File: config.mk
export PLATFORM = sky130hd
export DESIGN_NAME = dp_link_select
export DESIGN_NICKNAME = d
export VERILOG_FILES = /design/src/rtl/dp_link_select.sv
export SDC_FILE = /design/constraint.sdc
export NUM_CORES = 1
export LEC_CHECK = 0
export ABC_CLOCK_PERIOD_IN_PS = 24800
export BUFFER_PORTS_ARGS = -buffer_cell sky130_fd_sc_hd__buf_2
export CORE_MARGIN = 5
export CORE_UTILIZATION = 46
export DETAILED_ROUTE_END_ITERATION = 8
export PLACE_DENSITY = 0.7
export SYNTH_ARGS = -nofsm -noshare
export SYNTH_HDL_FRONTEND = slang
export SYNTH_SLANG_ARGS = --single-unit
export TNS_END_PERCENT = 5
File: constraint.sdc
create_clock -name clk -period 24.8 [get_ports clk]
set_input_delay 4.96 -clock clk [delete_from_list [all_inputs] [get_ports clk]]
set_output_delay 4.96 -clock clk [all_outputs]
set_load 0.02 [all_outputs]
File: src/rtl/dp_link_select.sv
module dp_link_select #(
  parameter int RATE_HI = 270000,
  parameter int RATE_LO = 162000,
  parameter int RW      = 20,
  parameter int DW      = 32,
  parameter int LW      = 3
) (
  input  logic          clk,
  input  logic          rst_n,
  input  logic          start,
  input  logic          retry,
  input  logic [DW-1:0] req_rate,
  input  logic [LW-1:0] max_lanes,
  input  logic          low_only,
  input  logic          enh_en,
  output logic [RW-1:0] rate,
  output logic [LW-1:0] lanes,
  output logic [31:0]   clk_word,
  output logic [31:0]   ctrl_word,
  output logic [7:0]    sink_bw,
  output logic [7:0]    sink_lanes,
  output logic          exhausted,
  output logic          done
);
  localparam int NSTEP = LW - 1;
  localparam logic [31:0] CLK_MASK  = 32'h000C_0000;
  localparam logic [31:0] CTRL_MASK = 32'h001F_4000;

  function automatic logic [DW-1:0] rate_at(logic [1:0] i);
    case (i)
      2'd0:    rate_at = DW'(RATE_HI);
      2'd1:    rate_at = DW'(RATE_LO);
      default: rate_at = '0;
    endcase
  endfunction

  logic [1:0]    idx_q, base, sel;
  logic [DW-1:0] ln;
  logic          req;

  assign req  = start | retry;
  assign base = start ? {1'b0, low_only} : ((idx_q == 2'd2) ? 2'd2 : idx_q + 2'd1);

  always_comb begin
    ln = DW'(max_lanes);
    for (int k = 0; k < NSTEP; k++)
      if ((ln >> 1) * rate_at(base) > req_rate) ln = ln >> 1;
    sel = base;
    for (int k = 0; k < 2; k++)
      if (sel < 2'd2 && rate_at(sel + 2'd1) * ln > req_rate) sel = sel + 2'd1;
  end

  always_ff @(posedge clk) begin
    if (!rst_n) begin
      idx_q      <= '0;
      rate       <= '0;
      lanes      <= '0;
      clk_word   <= '0;
      ctrl_word  <= '0;
      sink_bw    <= '0;
      sink_lanes <= '0;
      exhausted  <= 1'b0;
      done       <= 1'b0;
    end else begin
      done <= req;
      if (req) begin
        if (base == 2'd2) begin
          idx_q     <= 2'd2;
          exhausted <= 1'b1;
        end else begin
          idx_q      <= sel;
          exhausted  <= 1'b0;
          rate       <= RW'(rate_at(sel));
          lanes      <= LW'(ln);
          clk_word   <= (sel == 2'd0) ? 32'h0004_0000 : 32'h0;
          ctrl_word  <= ((((32'd1 << ln[4:0]) - 32'd1) << 16) & 32'h001F_0000) |
                        (enh_en ? 32'h0000_4000 : 32'h0);
          sink_bw    <= (sel == 2'd0) ? 8'h0A : 8'h06;
          sink_lanes <= {enh_en, 2'b00, 5'(ln)};
        end
      end
    end
  end

  AST_CLK_IN_MASK: assert property (@(posedge clk) disable iff (!rst_n)
    (clk_word & ~CLK_MASK) == 32'h0);
  AST_CTRL_IN_MASK: assert property (@(posedge clk) disable iff (!rst_n)
    (ctrl_word & ~CTRL_MASK) == 32'h0);
  AST_DONE_AFTER_REQ: assert property (@(posedge clk) disable iff (!rst_n)
    (start || retry) |=> done);
  AST_NO_SPURIOUS_DONE: assert property (@(posedge clk) disable iff (!rst_n)
    !(start || retry) |=> !done);
  AST_LANES_POW2: assert property (@(posedge clk) disable iff (!rst_n)
    $onehot0(lanes));
  AST_EXH_HOLDS: assert property (@(posedge clk) disable iff (!rst_n)
    (exhausted && !start) |=> exhausted && $stable(rate) && $stable(lanes));
  AST_HOLD_IDLE: assert property (@(posedge clk) disable iff (!rst_n)
    !(start || retry) |=> $stable(rate) && $stable(ctrl_word));
endmodule

==> flow_metrics.tcl, run 1 <==
set metrics [dict create \
    dp_cells 1002 \
    cts_max_path_buffers 2 \
    vdd_drop_max_v 0.0000222 \
    gp_congestion 0.932 \
    critPathSlowestCell "fa_1" \
    hold-path-cell-count 2 \
    mostFrequentLayoutCell "ha_1" \
    mostFrequentLayoutCells "ha_1 (136), inv_1 (74), conb_1 (74), buf_2 (71), a21oi_1 (57)" \
    cts_tree "done" \
    min_from "exhausted$_SDFFE_PN0N_" \
    coreArea_um2 13100 \
    track_usage 0.184 \
    ys_warn_count 0 \
    min_period_over_period 0.946 \
    syn2layout_area_growth_pct 4.93 \
    critPathMaxFanout 8 \
    dr.pass1.iters 5 \
    syn-instance-count 781 \
    slew_viol_final 0 \
    ff2ff_path_depth 92 \
    max_stage_delay_ns 0.56 \
    cp-end-kind "flop" \
    cts_made_buffers 3 \
    hold_class "reg -> reg" \
    drc 0 \
    die_area_um2 15700 \
    crit_arrival_ns 23.60 \
    via_per_inst 5.33 \
    layout.cells.non_filler 1008 \
    grt_antenna_before_repair 0 \
    drive_gt1_frac 0.138 \
    finalClockSkew_ns 0.00296 \
    diodes 0 \
    synth.largest_area_cell "ha_1" \
    fin_crit_ns 23.46 \
    wire_per_inst_um 15.2 \
    drt_wl_total_um 15300 \
    synth_area_leaders "ha_1 (28%), buf_4 (11%), dfxtp_1 (5.9%)" \
    die_h_um 125 \
    ctsHoldBuffers 0 \
    io_pins 146 \
    syn_area_um2 6100 \
    clk_pin_slew_worst_paths_ns 0.05 \
    grt_max_degree 24 \
    setup-violations-final 0 \
    cp-start-kind "primary input" \
    vias 5368 \
    fill_cells 1317 \
    tns_ns 0 \
    ys_ff_latch 18 \
    hpwl_um 13000 \
    htreeDepth 1 \
    cts_root_buffer "clkbuf_16" \
    grt.overflow.total 0 \
    core.rowCount 42 \
    port_buffers 71 \
    cpLargestDelayFamily "compound AO/OA/AOI/OAI gates" \
    route.antenna.remaining_nets 0 \
    yosys.area.top_type_share 0.283 \
    ys_async_sr_fraction 0 \
    ys_seq_area_frac 0.0591 \
    clock-sinks 18 \
    drt_iter0_drc 378 \
    status "finished clean" \
    fmax_ghz 0.0426 \
    hold_violations 0 \
    maxCapViolations 0 \
    critPathRequiredTime_ns 24.94 \
    timing.rr.end "rate[10]$_SDFFE_PN0P_" \
    first_global_vias 5018 \
    tightest_slew_ns 0.739 \
    clk_latency_ns 0.25 \
    fin_nets 1027 \
    min_to "exhausted$_SDFFE_PN0N_" \
    reg2reg_slack_ns 5.59 \
    start_util 0.464 \
    synthFlopType "dfxtp_1" \
    relSlewSlack 0.506 \
    rr_startpoint "idx_q[0]$_SDFFE_PN0N_" \
    synth.distinct_cells 62 \
    grt_pass1_wl_um 24300 \
    dieWidth_um 125 \
    crit_buf_inv 6 \
    path_common_cell "ha_1" \
    leakagePower_nw 3.50 \
    synth_area_per_cell_um2 7.81 \
    power.density_nw_per_um2 43.9 \
    synth_edf_count 0 \
    path_class "in -> reg" \
]
-- final cells by class --
type / count / area [um^2] / area share
Sequential cell: 18 / 360 / 0.0563
Tap cell: 176 / 220 / 0.0344
Multi-Input combinational cell: 661 / 5070 / 0.793
Timing Repair Buffer: 73 / 370 / 0.0579
Inverter: 76 / 285 / 0.0446
Clock buffer: 4 / 88.8 / 0.0139
-- timing repair --
action | in CTS | in global routing
gates resized for setup | 0 | 16
endpoints found under the setup margin | 0 | 6
setup buffers | 0 | 2
-- flip-flops by register name, indices dropped and copies added, names as in the netlist --
name,flops
lanes,2
done,1
idx_q,2
exhausted,1
ctrl_word,6
sink_bw,2
rate,3
sink_lanes,1
-- routing by layer --
| layer | up-vias | share of wire | global-route usage |
|---|---|---|---|
| li1 | 2713 | - | - |
| met1 | 2491 | 0.42 | 0.232 |
| met2 | 142 | 0.51 | 0.336 |
| met3 | 22 | 0.054 | 0.0183 |
| met4 | 0 | 0.020 | 0.0427 |
| met5 | - | 0 | 0 |
-- per-stage QoR --
stage | setup slack [ns] | cell area [um^2] | hold slack (ns) | total power [W] | utilization
after detailed placement | 0.561 | 6220 | 0.457 | 0.000242 | 0.474
after global placement | 0.906 | 6220 | 0.449 | 0.000240 | 0.474
after floorplan | 2.87 | 6370 | 0.463 | 0.000206 | -
after CTS | 0.765 | 6310 | 0.471 | 0.000278 | 0.481
final | 1.34 | 6400 | 0.468 | 0.000281 | 0.487
after global routing | -0.0723 | 6400 | 0.493 | 0.000310 | 0.487
-- report_power, final --
group	switching, W	leakage, nW	internal (W)
clock network	0.0000107	0.0442	0.0000245
logic	0.000128	3.30	0.0000843
registers	0.00000182	0.150	0.0000318
-- cell families (layout without fill, tap and decap cells) --
group | after synthesis | after routing | synth area share
adder cells (fa/ha/maj) | 155 | 155 | 0.336
XOR/XNOR | 38 | 38 | 0.0546
AO/OA/AOI/OAI | 190 | 190 | 0.201
multiplexers | 5 | 5 | 0.0109
other | 1 | 74 | 0.000615
flip-flops | 18 | 18 | 0.0591
buffers and inverters | 175 | 153 | 0.165
AND/OR/NAND/NOR | 199 | 199 | 0.173
-- how the worst max path moves through the flow --
stage	to	cells past startpoint	slack, ns	from
floorplan	rate[10]$_SDFFE_PN0P_	89	2.87	start
global placement	rate[10]$_SDFFE_PN0P_	89	0.91	start
detailed placement	rate[10]$_SDFFE_PN0P_	89	0.56	start
CTS	rate[10]$_SDFFE_PN0P_	89	0.77	start
global route	rate[10]$_SDFFE_PN0P_	91	-0.07	start
finish	rate[10]$_SDFFE_PN0P_	92	1.34	start
-- worst reg2reg max path: cells and delay by family (launching register included) --
kind	cells	cell delay (ns)
muxes	2	0.67
and+or+nand+nor	24	4.04
xor gates and xnor gates	4	0.54
adders and majority gates	16	5.47
buffers and inverters	5	0.31
AOI/OAI and AO/OA	41	7.80
DFF	1	0.33
-- Yosys cell counts (7+ instances only) --
library cell	count
a21boi_0	9
xnor2_1	35
o21ai_0	34
nand2_1	46
clkbuf_1	8
nor2b_1	13
ha_1	138
dfxtp_1	18
and3_1	9
fa_1	15
buf_4	89
nand3_1	21
nand4_1	18
a31oi_1	10
and2_1	18
a21o_1	23
nor2_1	36
inv_1	74
nor3_1	7
a21oi_1	60
(Power assumes the default switching activity.)
==> inputs of run 2 (changes only) <==
- CORE_UTILIZATION: 46 -> 57
- PLACE_DENSITY: 0.7 -> 0.84
==> flow_metrics.tcl, run 2 (synthesis gave the netlist of run 1 again) <==
set metrics [dict create \
    layout.cells.non_filler 970 \
    grt_antenna_before_repair 0 \
    setup-violations-final 0 \
    hold_violations 0 \
    critPathRequiredTime_ns 25.00 \
    dp_slack_ns 0.511 \
    first_global_vias 5046 \
    clk_pin_slew_worst_paths_ns 0.07 \
    fin_nets 1029 \
    drt_wl_total_um 15400 \
    maxCapViolations 0 \
    diodes 0 \
    critPathMaxFanout 8 \
    hpwl_um 12900 \
    cpLargestDelayFamily "compound AO/OA/AOI/OAI gates" \
    relSlewSlack 0.483 \
    tns_ns 0 \
    final_area_um2 6330 \
    fin_crit_ns 23.70 \
    regArea_um2 360 \
    die_h_um 113 \
    finalClockSkew_ns 0.00159 \
    path_common_cell "ha_1" \
    drt_iter0_drc 472 \
    cp-start-kind "primary input" \
    drive_gt1_frac 0.140 \
    largest_register_ffs 6 \
    worst_slack_ns 1.10 \
    path_class "in -> reg" \
    grt.overflow.total 0 \
    route.antenna.remaining_nets 0 \
    grt_max_degree 24 \
    via_per_inst 5.70 \
    critPathSlowestCell "fa_1" \
    core.rowCount 37 \
    vdd_drop_max_v 0.0000263 \
    cts_root_buffer "clkbuf_8" \
    start_util 0.588 \
    multi_input_area_um2 5080 \
    fmax_ghz 0.0422 \
    die_area_um2 12900 \
    status "finished clean" \
    top_register "ctrl_word" \
    track_usage 0.224 \
    wire_per_inst_um 15.9 \
    dieWidth_um 113 \
    htreeDepth 1 \
    dr.pass1.iters 5 \
    fill_cells 936 \
    dp_cells 962 \
    vias 5532 \
    cp-end-kind "flop" \
    cts_tree "done" \
    max_stage_delay_ns 0.57 \
    crit_arrival_ns 23.90 \
    port_buffers 71 \
    drc 0 \
    place_area_um2 6170 \
    min_period_over_period 0.956 \
    power.density_nw_per_um2 42.8 \
    coreArea_um2 10400 \
    top_regs "ctrl_word: 6 flops, rate: 3 flops" \
    io_pins 146 \
    clk_latency_ns 0.25 \
    crit_buf_inv 7 \
    holdWs_ns 0.468 \
    cts_max_path_buffers 2 \
    gp_congestion 0.960 \
    mostFrequentLayoutCells "ha_1 (135), inv_1 (74), conb_1 (74), buf_2 (71), a21oi_1 (57)" \
    grt_pass1_wl_um 24100 \
    leakagePower_nw 3.49 \
    mostFrequentLayoutCell "ha_1" \
    cts_made_buffers 3 \
    slew_viol_final 0 \
    clock-sinks 18 \
    syn2layout_area_growth_pct 3.92 \
    tightest_slew_ns 0.772 \
    hold_class "reg -> reg" \
    reg2reg_slack_ns 5.46 \
]
[run 2: cell count changes in the layout (fill, tap and decap cells not counted), sizes merged]
cell / change
buf: +2
[run 2: per-layer routing]
| metal | share of wire | up-vias | track usage |
|---|---|---|---|
| met5 | 0 | - | 0 |
| met2 | 0.50 | 204 | 0.400 |
| met3 | 0.058 | 41 | 0.0149 |
| met1 | 0.41 | 2575 | 0.287 |
| met4 | 0.033 | 0 | 0.0769 |
| li1 | - | 2712 | - |
[run 2: layout make-up]
class / count / share of cell area
Clock buffer: 4 / 0.00869
Inverter: 76 / 0.0450
Multi-Input combinational cell: 661 / 0.802
Sequential cell: 18 / 0.0569
Tap cell: 136 / 0.0269
Timing Repair Buffer: 75 / 0.0608
[run 2: stage by stage]
stage                     total power [W]   util
after floorplan                  0.000206      -
after global placement           0.000237  0.595
after detailed placement         0.000241  0.595
after CTS                        0.000266  0.601
after global routing             0.000299  0.611
final                            0.000271  0.611
[run 2: report_power, final]
part,internal [W],switching [W]
Clock,0.0000141,0.00000986
Combinational,0.0000848,0.000129
Sequential,0.0000317,0.00000186
[run 2: worst reg2reg max path, delay by kind of cell (launching register included)]
| kind | cells | cell delay [ns] |
|---|---|---|
| adder cells (fa/ha/maj) | 16 | 5.21 |
| buffers and inverters | 7 | 0.74 |
| XOR/XNOR | 4 | 0.56 |
| flip-flops | 1 | 0.33 |
| AND/OR/NAND/NOR | 23 | 3.80 |
| multiplexers | 3 | 0.99 |
| AO/OA/AOI/OAI | 41 | 7.66 |
[run 2: timing repair]
action / CTS / global route
endpoints found under the setup margin: 0 / 6
buffers inserted: 0 / 4
hold buffers: 0 / 0
resized for setup: 0 / 17
[run 2: final timing paths]
kind	depth (start not counted)	end	startpoint
worst max-delay path	93	rate[10]$_SDFFE_PN0P_	start
worst min-delay path	2	exhausted$_SDFFE_PN0N_	exhausted$_SDFFE_PN0N_
worst max register to register	94	rate[10]$_SDFFE_PN0P_	idx_q[0]$_SDFFE_PN0N_
worst min register to register	2	exhausted$_SDFFE_PN0N_	exhausted$_SDFFE_PN0N_
==> inputs of run 3 (changes only) <==
- PLACE_DENSITY: 0.84 -> 0.91
==> flow_metrics.tcl, run 3 (synthesis gave the netlist of run 1 again) <==
set metrics [dict create \
    fin_nets 1026 \
    via_per_inst 5.75 \
    setup-violations-final 0 \
    cts_tree "done" \
    clk_pin_slew_worst_paths_ns 0.07 \
    fmax_ghz 0.0422 \
    drive_gt1_frac 0.137 \
    tightest_slew_ns 0.805 \
    fin_crit_ns 23.71 \
    htreeDepth 1 \
    cts_root_buffer "clkbuf_8" \
    leakagePower_nw 3.48 \
    vias 5556 \
    min_period_over_period 0.956 \
    drt_iter0_drc 588 \
    wire_per_inst_um 16.1 \
    critPathMaxFanout 10 \
    mostFrequentLayoutCell "ha_1" \
    ctsHoldBuffers 0 \
    dp_slack_ns 0.598 \
    start_util 0.588 \
    grt.overflow.total 0 \
    mostFrequentLayoutCells "ha_1 (135), inv_1 (74), conb_1 (74), buf_2 (71), a21oi_1 (58)" \
    cts_made_buffers 3 \
    coreArea_um2 10400 \
    largest_register_ffs 6 \
    drc 0 \
    hold_violations 0 \
    grt_pass1_wl_um 24500 \
    io_pins 146 \
    core.rowCount 37 \
    max_stage_delay_ns 0.56 \
    finalClockSkew_ns 0.00140 \
    tns_ns 0 \
    critPathSlowestCell "fa_1" \
    top_regs "ctrl_word: 6 flops, rate: 3 flops" \
    first_global_vias 5278 \
    status "finished clean" \
    die_h_um 113 \
    drt_wl_total_um 15600 \
    port_buffers 71 \
    path_common_cell "ha_1" \
    syn2layout_area_growth_pct 3.53 \
    power.density_nw_per_um2 43.1 \
    clk_latency_ns 0.26 \
    dr.pass1.iters 6 \
    fill_cells 893 \
    cp-start-kind "primary input" \
    grt_max_degree 24 \
    cts_max_path_buffers 2 \
    place_area_um2 6170 \
    die_area_um2 12900 \
    relSlewSlack 0.462 \
    dieWidth_um 113 \
    final_area_um2 6310 \
    vdd_drop_max_v 0.0000256 \
    clock-sinks 18 \
    diodes 0 \
    slew_viol_final 0 \
    top_register "ctrl_word" \
    track_usage 0.227 \
    crit_arrival_ns 23.86 \
    hold_class "reg -> reg" \
    gp_congestion 0.956 \
    grt_antenna_before_repair 0 \
    cp-end-kind "flop" \
    route.antenna.remaining_nets 0 \
    path_class "in -> reg" \
    critPathRequiredTime_ns 24.95 \
    worst_slack_ns 1.09 \
    maxCapViolations 0 \
    hpwl_um 13000 \
]
[run 3: changes by cell type in the layout (fill, tap and decap cells not counted)]
cell     previous run  this run
a21oi_1            57        58
a21oi_2             2         1
buf_4               4         1
nor2b_1            12        11
nor2b_2             1         2
o21ai_0            34        33
o21ai_1             2         3
[run 3: per-layer routing]
| metal | vias to the layer above | part of all wire | GRT usage |
|---|---|---|---|
| li1 | 2699 | - | - |
| met1 | 2543 | 0.39 | 0.277 |
| met2 | 257 | 0.51 | 0.406 |
| met3 | 57 | 0.061 | 0.0196 |
| met4 | 0 | 0.042 | 0.102 |
| met5 | - | 0 | 0 |
[run 3: cell type report]
cell class	count	area [um^2]	share of cell area
clock buffer	4	55.1	0.00872
inverter	76	285	0.0452
multi-input combinational	661	5080	0.805
sequential	18	360	0.0571
tap	136	170	0.0270
timing repair buffer	72	363	0.0575
[run 3: path summary, 6_finish.rpt]
check | from | end | slack [ns] | cells after the start
max | start | rate[10]$_SDFFE_PN0P_ | 1.09 | 92
min | sink_bw[1]$_SDFFE_PN0P_ | sink_bw[1]$_SDFFE_PN0P_ | 0.47 | 1
max reg2reg | idx_q[0]$_SDFFE_PN0N_ | rate[10]$_SDFFE_PN0P_ | 5.42 | 93
min reg2reg | sink_bw[1]$_SDFFE_PN0P_ | sink_bw[1]$_SDFFE_PN0P_ | 0.47 | 1
[run 3: per-stage QoR]
stage | power (W) | hold WS [ns] | utilization | instances
finish | 0.000272 | 0.468 | 0.609 | 967
global route | 0.000299 | 0.500 | 0.609 | 967
CTS | 0.000266 | 0.469 | 0.601 | 966
detailed placement | 0.000241 | 0.454 | 0.595 | 962
global placement | 0.000236 | 0.443 | 0.595 | 962
floorplan | 0.000206 | 0.463 | - | 854
[run 3: power breakdown]
| group | total, W | internal, W | switching (W) |
|---|---|---|---|
| Clock | 0.0000244 | 0.0000141 | 0.0000102 |
| Combinational | 0.000214 | 0.0000847 | 0.000129 |
| Sequential | 0.0000336 | 0.0000317 | 0.00000192 |
| Total | 0.000272 | 0.000131 | 0.000142 |
[run 3: critical path, delay by kind of cell]
kind,cells,cell delay [ns]
xor gates and xnor gates,4,0.54
AOI/OAI and AO/OA,41,7.90
buffers and inverters,6,0.63
muxes,3,1.10
adders and majority gates,15,5.01
and+or+nand+nor,23,3.74
[run 3: repair_timing]
item                                    in CTS  in global routing
endpoints found under the setup margin       0                  6
resized for setup                            0                 18
buffers inserted                             0                  1
